==> src/rtl/swu_pkg.sv <==
package swu_pkg;
   typedef enum logic [1:0] {
      ST_RUN      = 2'd0,
      ST_STANDBY  = 2'd1,
      ST_SETTLE   = 2'd2,
      ST_RST_HOLD = 2'd3
   } swu_state_e;

   typedef enum logic [1:0] {
      WC_NMI  = 2'd0,
      WC_IRQ  = 2'd1,
      WC_POR  = 2'd2,
      WC_MRES = 2'd3
   } wake_cause_e;
endpackage

==> src/rtl/swu_sync.sv <==
module swu_sync #(
   parameter int   W       = 1,
   parameter int   STAGES  = 2,
   parameter logic RST_VAL = 1'b0
) (
   input  logic         clk,
   input  logic         rst_n,
   input  logic [W-1:0] d,
   output logic [W-1:0] q
);
   generate
      if (STAGES < 2) begin : g_bad_stages
         $error("swu_sync needs at least two stages");
      end
      if (W < 1) begin : g_bad_width
         $error("swu_sync width must be positive");
      end
   endgenerate

   logic [W-1:0] stg [STAGES];

   always_ff @(posedge clk or negedge rst_n) begin
      if (!rst_n) begin
         for (int i = 0; i < STAGES; i++) stg[i] <= {W{RST_VAL}};
      end else begin
         stg[0] <= d;
         for (int i = 1; i < STAGES; i++) stg[i] <= stg[i-1];
      end
   end

   assign q = stg[STAGES-1];
endmodule

==> src/rtl/swu_irq_arb.sv <==
module swu_irq_arb #(
   parameter int NIRQ          = 4,
   parameter int PRIO_W        = 4,
   parameter int ID_W          = 2,
   parameter bit TIE_LOW_INDEX = 1'b1
) (
   input  logic [NIRQ-1:0]        req,
   input  logic [NIRQ*PRIO_W-1:0] prio,
   input  logic [PRIO_W-1:0]      mask,
   output logic                   hit,
   output logic [ID_W-1:0]        id
);
   generate
      if (ID_W < 1 || (1 << ID_W) < NIRQ) begin : g_bad_id
         $error("swu_irq_arb id width too small for line count");
      end
   endgenerate

   logic [PRIO_W-1:0] best_p;

   generate
      if (TIE_LOW_INDEX) begin : g_scan_up
         always_comb begin
            hit    = 1'b0;
            id     = '0;
            best_p = '0;
            for (int i = 0; i < NIRQ; i++) begin
               if (req[i] && prio[i*PRIO_W +: PRIO_W] > mask &&
                   (!hit || prio[i*PRIO_W +: PRIO_W] > best_p)) begin
                  hit    = 1'b1;
                  id     = ID_W'(i);
                  best_p = prio[i*PRIO_W +: PRIO_W];
               end
            end
         end
      end else begin : g_scan_down
         always_comb begin
            hit    = 1'b0;
            id     = '0;
            best_p = '0;
            for (int i = NIRQ-1; i >= 0; i--) begin
               if (req[i] && prio[i*PRIO_W +: PRIO_W] > mask &&
                   (!hit || prio[i*PRIO_W +: PRIO_W] > best_p)) begin
                  hit    = 1'b1;
                  id     = ID_W'(i);
                  best_p = prio[i*PRIO_W +: PRIO_W];
               end
            end
         end
      end
   endgenerate
endmodule

==> src/rtl/swu_settle_timer.sv <==
module swu_settle_timer #(
   parameter int SEL_W      = 3,
   parameter int BASE_SHIFT = 6
) (
   input  logic             clk,
   input  logic             rst_n,
   input  logic             load,
   input  logic [SEL_W-1:0] sel,
   input  logic             start,
   input  logic             run,
   output logic             done
);
   localparam int MAXSEL = (1 << SEL_W) - 1;
   localparam int CNT_W  = BASE_SHIFT + MAXSEL;
   localparam logic [CNT_W-1:0] ALL1 = {CNT_W{1'b1}};

   generate
      if (CNT_W > 31 || BASE_SHIFT < 1) begin : g_bad_cnt
         $error("swu_settle_timer counter width out of range");
      end
   endgenerate

   logic [CNT_W-1:0] lim_m1_q;
   logic [CNT_W-1:0] cnt_q;

   always_ff @(posedge clk or negedge rst_n) begin
      if (!rst_n) begin
         lim_m1_q <= '0;
         cnt_q    <= '0;
      end else begin
         if (load) lim_m1_q <= ALL1 >> (MAXSEL - int'(sel));
         if (start)    cnt_q <= '0;
         else if (run) cnt_q <= cnt_q + 1'b1;
      end
   end

   assign done = run && (cnt_q == lim_m1_q);
endmodule

==> src/rtl/standby_wakeup_seq.sv <==
module standby_wakeup_seq
   import swu_pkg::*;
#(
   parameter int NIRQ          = 4,
   parameter int PRIO_W        = 4,
   parameter int SEL_W         = 3,
   parameter int BASE_SHIFT    = 6,
   parameter int SYNC_STAGES   = 2,
   parameter bit TIE_LOW_INDEX = 1'b1,
   localparam int ID_W = (NIRQ > 1) ? $clog2(NIRQ) : 1
) (
   input  logic                   clk,
   input  logic                   rst_n,
   input  logic                   sleep_req,
   input  logic                   dma_busy,
   input  logic [SEL_W-1:0]       settle_sel,
   input  logic                   nmi_pin,
   input  logic                   nmi_rise,
   input  logic [NIRQ-1:0]        irq_pin,
   input  logic [NIRQ*PRIO_W-1:0] irq_prio,
   input  logic [PRIO_W-1:0]      cpu_mask,
   input  logic                   por_n,
   input  logic                   mres_n,
   output logic                   clk_en,
   output logic                   dma_abort,
   output logic                   wake_valid,
   output logic [1:0]             wake_cause,
   output logic [ID_W-1:0]        wake_irq_id
);
   generate
      if (NIRQ < 1 || PRIO_W < 1) begin : g_bad_cfg
         $error("standby_wakeup_seq needs at least one IRQ and a priority field");
      end
   endgenerate

   // synchronized views of the asynchronous pins
   logic [NIRQ:0] lvl_s;
   logic [1:0]    rst_s;
   logic          nmi_s, nmi_prev_q;
   logic [NIRQ-1:0] irq_s;

   swu_sync #(.W(NIRQ+1), .STAGES(SYNC_STAGES), .RST_VAL(1'b0)) u_sync_lvl (
      .clk(clk), .rst_n(rst_n), .d({irq_pin, nmi_pin}), .q(lvl_s));

   swu_sync #(.W(2), .STAGES(SYNC_STAGES), .RST_VAL(1'b1)) u_sync_rst (
      .clk(clk), .rst_n(rst_n), .d({mres_n, por_n}), .q(rst_s));

   assign nmi_s = lvl_s[0];
   assign irq_s = lvl_s[NIRQ:1];

   logic por_low, mres_low, rst_any;
   assign por_low  = ~rst_s[0];
   assign mres_low = ~rst_s[1];
   assign rst_any  = por_low | mres_low;

   always_ff @(posedge clk or negedge rst_n) begin
      if (!rst_n) nmi_prev_q <= 1'b0;
      else        nmi_prev_q <= nmi_s;
   end

   logic nmi_edge;
   assign nmi_edge = nmi_rise ? (nmi_s & ~nmi_prev_q) : (~nmi_s & nmi_prev_q);

   logic            irq_hit;
   logic [ID_W-1:0] irq_win;

   swu_irq_arb #(.NIRQ(NIRQ), .PRIO_W(PRIO_W), .ID_W(ID_W),
                 .TIE_LOW_INDEX(TIE_LOW_INDEX)) u_arb (
      .req(irq_s), .prio(irq_prio), .mask(cpu_mask), .hit(irq_hit), .id(irq_win));

   swu_state_e      state_q;
   wake_cause_e     cause_q;
   logic [ID_W-1:0] id_q;
   logic            wake_q, abort_q;

   logic tmr_load, tmr_start, tmr_run, settle_done;
   assign tmr_load  = (state_q == ST_RUN) && sleep_req;
   assign tmr_start = (state_q == ST_STANDBY) && !rst_any && (nmi_edge || irq_hit);
   assign tmr_run   = (state_q == ST_SETTLE);

   swu_settle_timer #(.SEL_W(SEL_W), .BASE_SHIFT(BASE_SHIFT)) u_timer (
      .clk(clk), .rst_n(rst_n), .load(tmr_load), .sel(settle_sel),
      .start(tmr_start), .run(tmr_run), .done(settle_done));

   always_ff @(posedge clk or negedge rst_n) begin
      if (!rst_n) begin
         state_q <= ST_RUN;
         cause_q <= WC_NMI;
         id_q    <= '0;
         wake_q  <= 1'b0;
         abort_q <= 1'b0;
      end else begin
         wake_q  <= 1'b0;
         abort_q <= 1'b0;
         unique case (state_q)
            ST_RUN: begin
               if (sleep_req) begin
                  state_q <= ST_STANDBY;
                  abort_q <= dma_busy;
               end
            end
            ST_STANDBY: begin
               if (rst_any) begin
                  state_q <= ST_RST_HOLD;
                  cause_q <= por_low ? WC_POR : WC_MRES;
               end else if (nmi_edge) begin
                  state_q <= ST_SETTLE;
                  cause_q <= WC_NMI;
               end else if (irq_hit) begin
                  state_q <= ST_SETTLE;
                  cause_q <= WC_IRQ;
                  id_q    <= irq_win;
               end
            end
            ST_SETTLE: begin
               if (rst_any) begin
                  state_q <= ST_RST_HOLD;
                  cause_q <= por_low ? WC_POR : WC_MRES;
               end else if (settle_done) begin
                  state_q <= ST_RUN;
                  wake_q  <= 1'b1;
               end
            end
            ST_RST_HOLD: begin
               if (por_low) cause_q <= WC_POR;
               if (!rst_any) begin
                  state_q <= ST_RUN;
                  wake_q  <= 1'b1;
               end
            end
            default: state_q <= ST_RUN;
         endcase
      end
   end

   assign clk_en      = (state_q == ST_RUN) || (state_q == ST_RST_HOLD);
   assign dma_abort   = abort_q;
   assign wake_valid  = wake_q;
   assign wake_cause  = cause_q;
   assign wake_irq_id = id_q;
endmodule

==> config.mk <==
export PLATFORM = sky130hd
export DESIGN_NAME = standby_wakeup_seq
export DESIGN_NICKNAME = d
export VERILOG_FILES = /design/src/rtl/swu_pkg.sv /design/src/rtl/swu_sync.sv /design/src/rtl/swu_irq_arb.sv /design/src/rtl/swu_settle_timer.sv /design/src/rtl/standby_wakeup_seq.sv
export SDC_FILE = /design/constraint.sdc
export NUM_CORES = 1
export LEC_CHECK = 0
export BUFFER_PORTS_ARGS = -buffer_cell sky130_fd_sc_hd__buf_2
export CORE_MARGIN = 2
export CORE_UTILIZATION = 45
export CTS_CLUSTER_DIAMETER = 150
export DETAILED_ROUTE_END_ITERATION = 10
export PLACE_DENSITY_LB_ADDON = 0.2
export SLEW_MARGIN = 20
export SYNTH_ARGS = -nofsm -noshare
export SYNTH_HDL_FRONTEND = slang
export SYNTH_SLANG_ARGS = --single-unit
==> constraint.sdc <==
create_clock -name clk -period 5.78 [get_ports clk]
set_clock_uncertainty 0.1 [all_clocks]
set_input_delay 0.867 -clock clk [delete_from_list [all_inputs] [get_ports clk]]
set_output_delay 0.867 -clock clk [all_outputs]
set_load 0.005 [all_outputs]
# == Yosys cells after proc, flatten, opt, wreduce, memory -nomap -nowiden ==
# Index checks and enable logic that the tools add are counted.
# word_totals
wordCells,101
input_bits,35
register_bits,49
# classes
bitwise_logic,9
n_mux,34
add_sub_neg,2
n_shift,1
eq_ne,10
n_reduce_logical,26
n_lt_le_gt_ge,7
# op_table
cell,count
>> shifter 13 x 32 -> 13 bit (first input constant),1
> comparator 4 bit,7
2-to-1 mux 2 bit,14
2-to-1 mux 13 bit,2
adder 13 x 1 -> 13 bit (second input constant),1
equality test 13 bit,1
2-to-1 mux 1 bit,12
2-to-1 mux 4 bit,3
AND reduction 4 bit,3
logical AND 1 bit,11
!= test 2 bit (second input constant),4
one-hot mux 2 bit (4 select lines),1
NOT 1 bit,6
one-hot mux 2 bit (3 select lines),1
logical OR 1 bit,5
equality test 2 bit (second input constant),2
logical NOT 1 bit,4
!= test 4 bit (second input constant),1
subtractor 3 x 3 -> 4 bit (first input constant),1
!= test 3 bit (second input constant),1
nonzero test 3 bit,1
bitwise AND 1 bit,2
equality test 2 x 1 -> 1 bit (second input constant),1
logical NOT 2 bit,1
3 further kinds,3

# == Depth between registers and ports, before layout ==
# Gate-level depths: netlist of the first run.
# logic_depth
word_depth,19
depth_mapped,26

# == Cells and area by module ==
# From an unflattened synthesis of the first run, not the netlist that was laid out.
# hier_totals
hier_cells,283
area_unflattened_um2,2880.3
# modules_own_cells
module,instances,seq_area_each_um2,cells_per_inst,area_each_um2
swu_settle_timer,1,525.5,110,1092.3
swu_irq_arb,1,0.0,101,835.8
standby_wakeup_seq,1,225.2,51,544.3
swu_sync at u_sync_lvl,1,250.2,15,287.8
swu_sync at u_sync_rst,1,105.1,6,120.1

# == Worst setup path before layout of the first run ==
# OpenSTA, ideal clock, no wires.
# synth_path
path_kind,input to register
startpoint,in cpu_mask[1]
endpoint,"reg id_q[1], in the netlist wake_irq_id[1]"
setup_slack_ns,0.542
setup_time_ns,0.121
stages,25
t_arrival_ns,5.017
cell_sequence,inv_1 ha_1 nor2b_1 o211a_1 o21a_2 nand2_1 ha_1 a21oi_1 o21ai_0 a31oi_1 a32oi_1 ha_1 nor2b_1 o21a_1 o21a_1 o21ai_0 a21boi_2 mux2_2 ha_1 nor2b_1 o21ai_0 nand2b_1 a21oi_1 o211ai_1 o22a_1
# synth_between
elab_chain_len,16
# synth_lines
element,line,source
from (decl),standby_wakeup_seq.sv:21,"input logic [PRIO_W-1:0] cpu_mask,"
> comparator 4 bit,swu_irq_arb.sv:28,if (req[i] && prio[i*PRIO_W +: PRIO_W] > mask &&
logical AND 1 bit,swu_irq_arb.sv:28,
2-to-1 mux 4 bit / 2-to-1 mux 1 bit (equally long branches),swu_irq_arb.sv:28,
> comparator 4 bit / logical NOT 1 bit (equally long branches),swu_irq_arb.sv:29,(!hit || prio[i*PRIO_W +: PRIO_W] > best_p)) begin
logical OR 1 bit,swu_irq_arb.sv:29,
logical AND 1 bit,swu_irq_arb.sv:28,
2-to-1 mux 4 bit / 2-to-1 mux 1 bit (equally long branches),swu_irq_arb.sv:28,
> comparator 4 bit / logical NOT 1 bit (equally long branches),swu_irq_arb.sv:29,
logical OR 1 bit,swu_irq_arb.sv:29,
logical AND 1 bit,swu_irq_arb.sv:28,
2-to-1 mux 4 bit / 2-to-1 mux 1 bit (equally long branches),swu_irq_arb.sv:28,
> comparator 4 bit / logical NOT 1 bit (equally long branches),swu_irq_arb.sv:29,
logical OR 1 bit,swu_irq_arb.sv:29,
logical AND 1 bit,swu_irq_arb.sv:28,
2-to-1 mux 1 bit,swu_irq_arb.sv:28,
AND reduction 4 bit (no source line),--,
to (signal assigned),standby_wakeup_seq.sv:112,id_q <= irq_win;
to (decl),standby_wakeup_seq.sv:73,logic [ID_W-1:0] id_q;
# Several ways; a longest one is shown, not always the timed one.
# A chain may end at the register's enable or synchronous reset.

# == Worst setup path after layout of the first run ==
# Ends and elaborated chain as after synthesis.

==> key figures, run 1 <==
Global routing
  – Largest net degree at the start of global routing: 45
  – GRT overflow: 0
  – Gr usage total: 0.185
  – Initial antenna violation count: 0
  – First-pass GRT wire length: 9.60 mm
  – Vias in the first global route: 2,126

Placed design
  – Port Buf Inserts: 41
  – Worst slack at placement: 0.0256 ns
  – Placed insts: 391
  – Final Wtd Congestion: 0.894
  – DPL Wire Length: 4.31 mm

Yosys
  – Sequential fraction of the synthesis area: 0.407
  – Largest area contributor in the netlist: dfrtp_1
  – Top-area cell type share of the netlist area: 0.368
  – Async SR Flop Fraction: 1.00
  – Synthesized area: 0.00272 mm2
  – Mapped Cells: 276
  – Yosys reg bits: 44
  – Post-synth EDFFs: 0
  – Predominant post-synthesis flop cell: dfrtp_1
  – Warnings, synthesis: 0
  – Synthesized Nets: 344
  – Average size of a mapped cell: 9.85 um2
  – Synth area leaders: dfrtp_1 (37%), ha_1 (15%), xnor2_1 (4.2%), dfstp_2 (3.9%), nor2_1 (3.6%)
  – Post-synth cell types: 49

Clock network
  – Reg clk slew, reported paths: 0.08 ns
  – Hold_buf cts: 0
  – TritonCTS clock tree: yes
  – Htree depth: 2
  – Clk sinks: 44
  – CTS Buffer Depth: 2
  – Clk Latency, worst-skew pair: 0.29 ns
  – Inserted Clock Buffers: 5
  – Clk root buf: clkbuf_8

Power
  – Net Sw Frac: 0.360
  – Power Density: 371 mW/mm2
  – Combinational group share of total power: 0.371
  – Psw: 0.000421 W
  – Cell-internal power: 0.000748 W
  – Total power: 0.00117 W
  – Static Leak: 1.48 nW
  – Peak supply drop: 0.252 mV
  – Sequential group share of total power: 0.426
  – Clock Power Share: 0.204

Hold path
  – Worst hold stages: 0
  – Hold Path Class: reg2reg
  – Hold wc startpoint: u_sync_lvl.stg[8]
  – Hold endpoint: u_sync_lvl.q[3]

STA
  – FMAX: 183 MHz
  – Slew Limit Headroom: 0.372
  – Post-layout min period: 5.45 ns
  – Max-slew violation count: 0
  – Post-route setup slack: 0.328 ns
  – Slew @ Worst Pin: 0.941 ns
  – Setup violators final: 0
  – Fin. Hold Viols: 0
  – Fin crit share: 0.943

Layout
  – Fillers: 554
  – Area Growth Syn to Fin: 16.0%
  – Register area: 0.00111 mm2
  – Ant diodes: 0
  – Fin nets: 392
  – Non-Filler Instances: 400
  – Multi-input logic area: 0.00153 mm2
  – Layout cell share with drive strength beyond 1: 0.225

Die
  – # IOs: 42
  – Die Span Y: 81.7 um
  – Die ar.: 0.00668 mm2
  – Starting density of the core: 0.462
  – FP Rows: 28
  – Die Width: 81.7 um
  – Core box area: 0.00589 mm2

Route
  – Wire length per cell: 13.9 um
  – Top Layer Used: met4
  – Total wire length: 5.56 mm
  – DRC viols: 0
  – Remaining antenna violation count: 0
  – Vias/cell: 5.33
  – M1 WL: 2.83 mm
  – DR WL met2: 2.45 mm
  – DRT Pass-1 Iters: 4
  – 1st-iter DRT viols: 96
  – Vias: 2,133
  – Routed length on met3: 218 um

Worst setup path
  – Family with the most delay on the worst path: compound AO/OA/AOI/OAI gates
  – Crit path buf inv count: 2
  – Reg2Reg Setup Slack: 1.06 ns
  – Worst r2r dst: wake_irq_id[1]
  – Endpoint type of the worst setup path: register
  – WP data required: 5.86 ns
  – Crit Reg-Reg Startpoint: u_sync_lvl.q[1]
  – Startpoint Class: input port
  – Worst R2R Path Depth: 23
  – Most used cell, CP: ha_1
  – Crit Path Max Fanout: 6
  – CP Data Arrival Time: 5.53 ns
  – Slowest CP cell: a32oi_2
  – CP max stage delay: 0.29 ns
  – WS Path Type: in2reg

Flow run
  – Max-Cap Viols: 0

Status
  – Outcome: completed
==> metrics by stage <==
stage / setup TNS, ns / cell area (um2) / hold WS [ns] / util
5_1_grt: -0.0332 / 3150 / 0.266 / 0.536
4_1_cts: 0 / 3130 / 0.255 / 0.532
3_5_place_dp: 0 / 3010 / 0.235 / 0.512
2_1_floorplan: 0 / 2720 / 0.231 / -
3_3_place_gp: 0 / 3010 / 0.235 / 0.512
6_report: 0 / 3150 / 0.252 / 0.536
==> cells in the final DEF, fill, tap and decap left out, types with 4 or more instances in the layout <==
cell type / instances
nand4_1: 10
a21oi_1: 17
nand2_1: 20
xor2_1: 6
dfstp_2: 4
o21ai_0: 9
nor2_1: 26
nand3_1: 8
o211ai_1: 4
dfrtp_1: 40
buf_2: 41
mux2_2: 5
ha_1: 33
nor2b_1: 7
inv_1: 21
xnor2_1: 13
clkbuf_8: 5
==> worst max path at each step <==
stage | startpoint | end | slack, ns | depth (start not counted)
6_report | cpu_mask[1] | wake_irq_id[1] | 0.33 | 26
5_1_grt | cpu_mask[1] | wake_irq_id[1] | -0.03 | 26
4_1_cts | cpu_mask[1] | wake_irq_id[1] | 0.34 | 26
3_5_place_dp | cpu_mask[1] | wake_irq_id[1] | 0.03 | 26
3_3_place_gp | cpu_mask[1] | wake_irq_id[0] | 0.15 | 26
2_1_floorplan | cpu_mask[1] | wake_irq_id[1] | 0.54 | 25
==> area by class of cell <==
| class | instances | share of cell area |
|---|---|---|
| timing repair buffer | 44 | 0.0722 |
| tap | 75 | 0.0298 |
| multi-input combinational | 208 | 0.486 |
| clock buffer | 5 | 0.0218 |
| inverter | 21 | 0.0250 |
| sequential | 44 | 0.351 |
| clock inverter | 3 | 0.0147 |
==> registers in the layout, indices dropped and copies added (netlist names) <==
name / cells
dma_abort: 1
nmi_prev_q: 1
state_q: 2
u_sync_lvl.q: 5
u_sync_lvl.stg: 5
u_sync_rst.q: 2
u_sync_rst.stg: 2
u_timer.cnt_q: 13
u_timer.lim_m1_q: 8
wake_cause: 2
wake_irq_id: 2
wake_valid: 1
==> repair_timing <==
item                                    CTS  global route
gates resized for setup                   0             4
endpoints found under the setup margin    0             2
buffers inserted                          0             1
==> per-layer routing <==
metal / track usage / vias up
met4: 0.0583 / 0
met1: 0.256 / 1000
met3: 0.0385 / 7
met5: 0 / -
li1: - / 1080
met2: 0.293 / 46
==> power groups by stage <==
stage	registers, W	clock network [W]	logic [W]
after floorplan	0.000483	0	0.000327
after global placement	0.000501	0	0.000422
after detailed placement	0.000503	0	0.000430
after CTS	0.000499	0.000248	0.000433
after global routing	0.000515	0.000263	0.000498
final	0.000498	0.000238	0.000433
==> cell families after synthesis <==
logic type                 Yosys count  share of synthesized area
buffers and inverters               24                     0.0359
muxes                                8                     0.0318
DFF                                 44                      0.407
adders and majority gates           33                      0.152
xor gates and xnor gates            19                     0.0612
AOI/OAI and AO/OA                   58                      0.144
and+or+nand+nor                     90                      0.168
==> cells in the mapped netlist (3+ instances only) <==
| cell type | count |
|---|---|
| mux2i_1 | 3 |
| mux2_2 | 5 |
| a32oi_1 | 3 |
| nand4_1 | 10 |
| nor3_1 | 3 |
| xor2_1 | 6 |
| a21o_1 | 3 |
| dfstp_2 | 4 |
| nor2b_1 | 7 |
| nor2_1 | 26 |
| o21a_1 | 3 |
| o21ai_0 | 10 |
| o211ai_1 | 4 |
| dfrtp_1 | 40 |
| a21oi_1 | 17 |
| nand2_1 | 20 |
| xnor2_1 | 13 |
| nand3_1 | 8 |
| ha_1 | 33 |
| inv_1 | 21 |
(Power assumes the default switching activity.)
==> run 2, diff against run 1 <==
--- a/config.mk
+++ b/config.mk
@@ -10,8 +10,9 @@
 export CORE_UTILIZATION = 45
 export CTS_CLUSTER_DIAMETER = 150
 export DETAILED_ROUTE_END_ITERATION = 10
-export PLACE_DENSITY_LB_ADDON = 0.2
+export PLACE_DENSITY = 0.62
 export SLEW_MARGIN = 20
 export SYNTH_ARGS = -nofsm -noshare
 export SYNTH_HDL_FRONTEND = slang
+export SYNTH_HIERARCHICAL = 1
 export SYNTH_SLANG_ARGS = --single-unit
==> run 2 against run 1 <==
Total power is 9.8% lower. Sequential share of layout area is 2.2 points lower. Register-to-register slack worse by 0.13 ns. Fmax is 3.0% lower. Utilization hardly changed. Hold slack better by 0.00069 ns. Largest power group unchanged. Highest routed layer unchanged. Count of clock-buffer cells in the layout is 3 higher. First-iteration DRC count is 30% lower. Design area is 6.7% higher. Synthesized area is 5.9% higher. Largest cell class unchanged.
==> key figures, run 2 <==
Placed design
  – Final Wtd Congestion: 0.825 (was 0.894)
  – DPL Wire Length: 4.46 mm (was 4.31 mm)
  – Port Buf Inserts: 41 (unchanged)

Worst setup path
  – WS Path Type: in2reg (unchanged)
  – Worst r2r dst: wake_irq_id[0] (was wake_irq_id[1])
  – Crit path buf inv count: 2 (unchanged)
  – Family with the most delay on the worst path: compound AO/OA/AOI/OAI gates (unchanged)
  – Slowest CP cell: mux2_1 (was a32oi_2)
  – Endpoint type of the worst setup path: register (unchanged)
  – WP depth: 26 (unchanged)
  – CP Data Arrival Time: 5.69 ns (was 5.53 ns)
  – Reg2Reg Setup Slack: 0.93 ns (was 1.06 ns)
  – Crit Path Max Fanout: 5 (was 6)
  – Startpoint Class: input port (unchanged)
  – Crit Reg-Reg Startpoint: u_sync_lvl/q[1] (was u_sync_lvl.q[1])
  – Worst R2R Path Depth: 23 (unchanged)
  – WP data required: 5.86 ns (about the same)
  – CP max stage delay: 0.35 ns (was 0.29 ns)

STA
  – Fin Setup TNS: 0 ns (unchanged)
  – Max-slew violation count: 0 (unchanged)
  – Slew Limit Headroom: 0.631 (was 0.372)
  – Post-layout min period: 5.62 ns (was 5.45 ns)
  – Fin. Hold Viols: 0 (unchanged)
  – Fin crit share: 0.972 (was 0.943)
  – Slew @ Worst Pin: 0.554 ns (was 0.941 ns)
  – Setup violators final: 0 (unchanged)
  – FMAX: 178 MHz (was 183 MHz)

Clock network
  – Htree depth: 2 (unchanged)
  – CTS Buffer Depth: 2 (unchanged)
  – Clk sinks: 44 (unchanged)
  – TritonCTS clock tree: yes (unchanged)
  – Reg clk slew, reported paths: 0.08 ns (about the same)
  – Clk root buf: clkbuf_8 (unchanged)
  – Clk Latency, worst-skew pair: 0.29 ns (about the same)
  – Inserted Clock Buffers: 5 (unchanged)

Global routing
  – First-pass GRT wire length: 10.2 mm (was 9.60 mm)
  – Initial antenna violation count: 0 (unchanged)
  – GRT overflow: 0 (unchanged)
  – Largest net degree at the start of global routing: 45 (unchanged)
  – Gr usage total: 0.176 (was 0.185)
  – Vias in the first global route: 2,299 (was 2,126)

Yosys
  – Top-area cell type share of the netlist area: 0.348 (was 0.368)
  – Post-synth cell types: 60 (was 49)
  – Async SR Flop Fraction: 1.00 (unchanged)
  – Synthesized area: 0.00288 mm2 (was 0.00272 mm2)
  – Synth area leaders: dfrtp_1 (35%), ha_1 (14%), dfstp_2 (3.6%), inv_1 (3.4%), a21oi_1 (3.3%) (was dfrtp_1 (37%), ha_1 (15%), xnor2_1 (4.2%), dfstp_2 (3.9%), nor2_1 (3.6%))
  – Most frequent cell after synthesis: dfrtp_1 (unchanged)
  – Post-synth EDFFs: 0 (unchanged)
  – Largest area contributor in the netlist: dfrtp_1 (unchanged)
  – Mapped Cells: 283 (was 276)
  – Synthesized Nets: 351 (was 344)
  – Yosys reg bits: 44 (unchanged)
  – Predominant post-synthesis flop cell: dfrtp_1 (unchanged)
  – Average size of a mapped cell: 10.2 um2 (was 9.85 um2)
  – Warnings, synthesis: 6 (was 0)
  – Synth top cells by count: dfrtp_1 (40), ha_1 (33), inv_1 (26) (was dfrtp_1 (40), ha_1 (33), nor2_1 (26))
  – Sequential fraction of the synthesis area: 0.384 (was 0.407)

Power
  – Total power: 0.00105 W (was 0.00117 W)
  – Power Density: 313 mW/mm2 (was 371 mW/mm2)
  – Peak supply drop: 0.189 mV (was 0.252 mV)
  – Static Leak: 1.56 nW (was 1.48 nW)

Layout
  – Fillers: 598 (was 554)
  – Fin nets: 403 (was 392)
  – Layout cell share with drive strength beyond 1: 0.307 (was 0.225)
  – Ant diodes: 0 (unchanged)
  – Area Growth Syn to Fin: 16.9% (was 16.0%)
  – Multi-input logic area: 0.00166 mm2 (was 0.00153 mm2)
  – Top Registers: u_timer/cnt_q: 13 flops, u_timer/lim_m1_q: 8 flops (was u_timer.cnt_q: 13 flops, u_timer.lim_m1_q: 8 flops)
  – Commonest cells after routing, fill and taps aside: dfrtp_1 (40), buf_2 (40), ha_1 (33), inv_1 (26) (was buf_2 (41), dfrtp_1 (40), ha_1 (33), nor2_1 (26), inv_1 (21))
  – Register area: 0.00111 mm2 (unchanged)
  – Largest Register: u_timer/cnt_q (was u_timer.cnt_q)
  – Max FFs per register: 13 (unchanged)

Route
  – M1 WL: 2.70 mm (was 2.83 mm)
  – DRT Pass-1 Iters: 4 (unchanged)
  – Top Layer Used: met4 (unchanged)
  – Wire length per cell: 14.0 um (was 13.9 um)
  – Remaining antenna violation count: 0 (unchanged)
  – Vias: 2,219 (was 2,133)
  – DRC viols: 0 (unchanged)
  – 1st-iter DRT viols: 67 (was 96)
  – Routed length on met3: 174 um (was 218 um)
  – Total wire length: 5.80 mm (was 5.56 mm)
  – DR WL met2: 2.87 mm (was 2.45 mm)
  – Vias/cell: 5.37 (was 5.33)

Status
  – Outcome: completed (unchanged)

Die
  – # IOs: 42 (unchanged)
  – Core box area: 0.00628 mm2 (was 0.00589 mm2)
  – Die ar.: 0.00706 mm2 (was 0.00668 mm2)
  – Die Span Y: 84.0 um (was 81.7 um)
  – FP Rows: 29 (was 28)
  – Die Width: 84.0 um (was 81.7 um)
  – Starting density of the core: 0.459 (was 0.462)

Flow run
  – Max-Cap Viols: 0 (unchanged)

Hold path
  – Hold endpoint: u_sync_lvl/q[3] (was u_sync_lvl.q[3])
  – Worst hold stages: 0 (unchanged)
  – Hold Path Class: reg2reg (unchanged)
  – Hold wc startpoint: u_sync_lvl/stg[8] (was u_sync_lvl.stg[8])
## run 2: kinds of logic (layout without fill, tap and decap cells)
logic type | count (synthesis) | count (layout) | synth area share
muxes | 15 | 15 | 0.0630
DFF | 44 | 44 | 0.384
AOI/OAI and AO/OA | 60 | 60 | 0.149
adders and majority gates | 33 | 33 | 0.143
and+or+nand+nor | 83 | 83 | 0.167
buffers and inverters | 37 | 90 | 0.0604
xor gates and xnor gates | 11 | 11 | 0.0335
## run 2: through the flow
stage,hold WS [ns],instances,utilization,worst slack [ns],area [um2]
3_5_place_dp,0.235,404,0.511,-0.243,3210
5_1_grt,0.261,413,0.536,-0.0623,3370
3_3_place_gp,0.232,404,0.511,-0.0698,3210
6_report,0.252,413,0.536,0.162,3370
2_1_floorplan,0.231,283,-,0.112,2880
4_1_cts,0.253,412,0.526,0.0566,3300
## run 2: worst max-delay path by stage
| stage | start | to | slack (ns) |
|---|---|---|---|
| after global placement | cpu_mask[1] | wake_irq_id[0] | -0.07 |
| after CTS | cpu_mask[3] | wake_irq_id[0] | 0.06 |
| after global routing | cpu_mask[1] | wake_irq_id[0] | -0.06 |
| final | cpu_mask[1] | wake_irq_id[0] | 0.16 |
| after detailed placement | cpu_mask[1] | wake_irq_id[0] | -0.24 |
| after floorplan | cpu_mask[1] | wake_irq_id[0] | 0.11 |
## run 2: area by class of cell
| type | instances | share of cell area |
|---|---|---|
| well taps | 77 | 0.0286 |
| clock buffers | 8 | 0.0268 |
| flip-flops and latches | 44 | 0.329 |
| repair buffers | 56 | 0.0952 |
| multi-input cells | 202 | 0.492 |
| inverters | 26 | 0.0290 |
## run 2: per-layer routing
| metal | track usage | vias up |
|---|---|---|
| li1 | - | 1115 |
| met1 | 0.224 | 1063 |
| met2 | 0.308 | 35 |
| met3 | 0.0356 | 6 |
| met4 | 0.0411 | 0 |
| met5 | 0 | - |
## run 2: what timing repair did
item	CTS	global route
buffers inserted	0	1
resized for setup	0	12
hold buffers	0	0
endpoints found under the setup margin	0	2
## run 2: where the power goes
group / internal (W) / switching, W / total (W)
clock network: 0.0000976 / 0.0000990 / 0.000197
logic: 0.000203 / 0.000195 / 0.000398
registers: 0.000384 / 0.0000761 / 0.000460
total: 0.000685 / 0.000370 / 0.00105
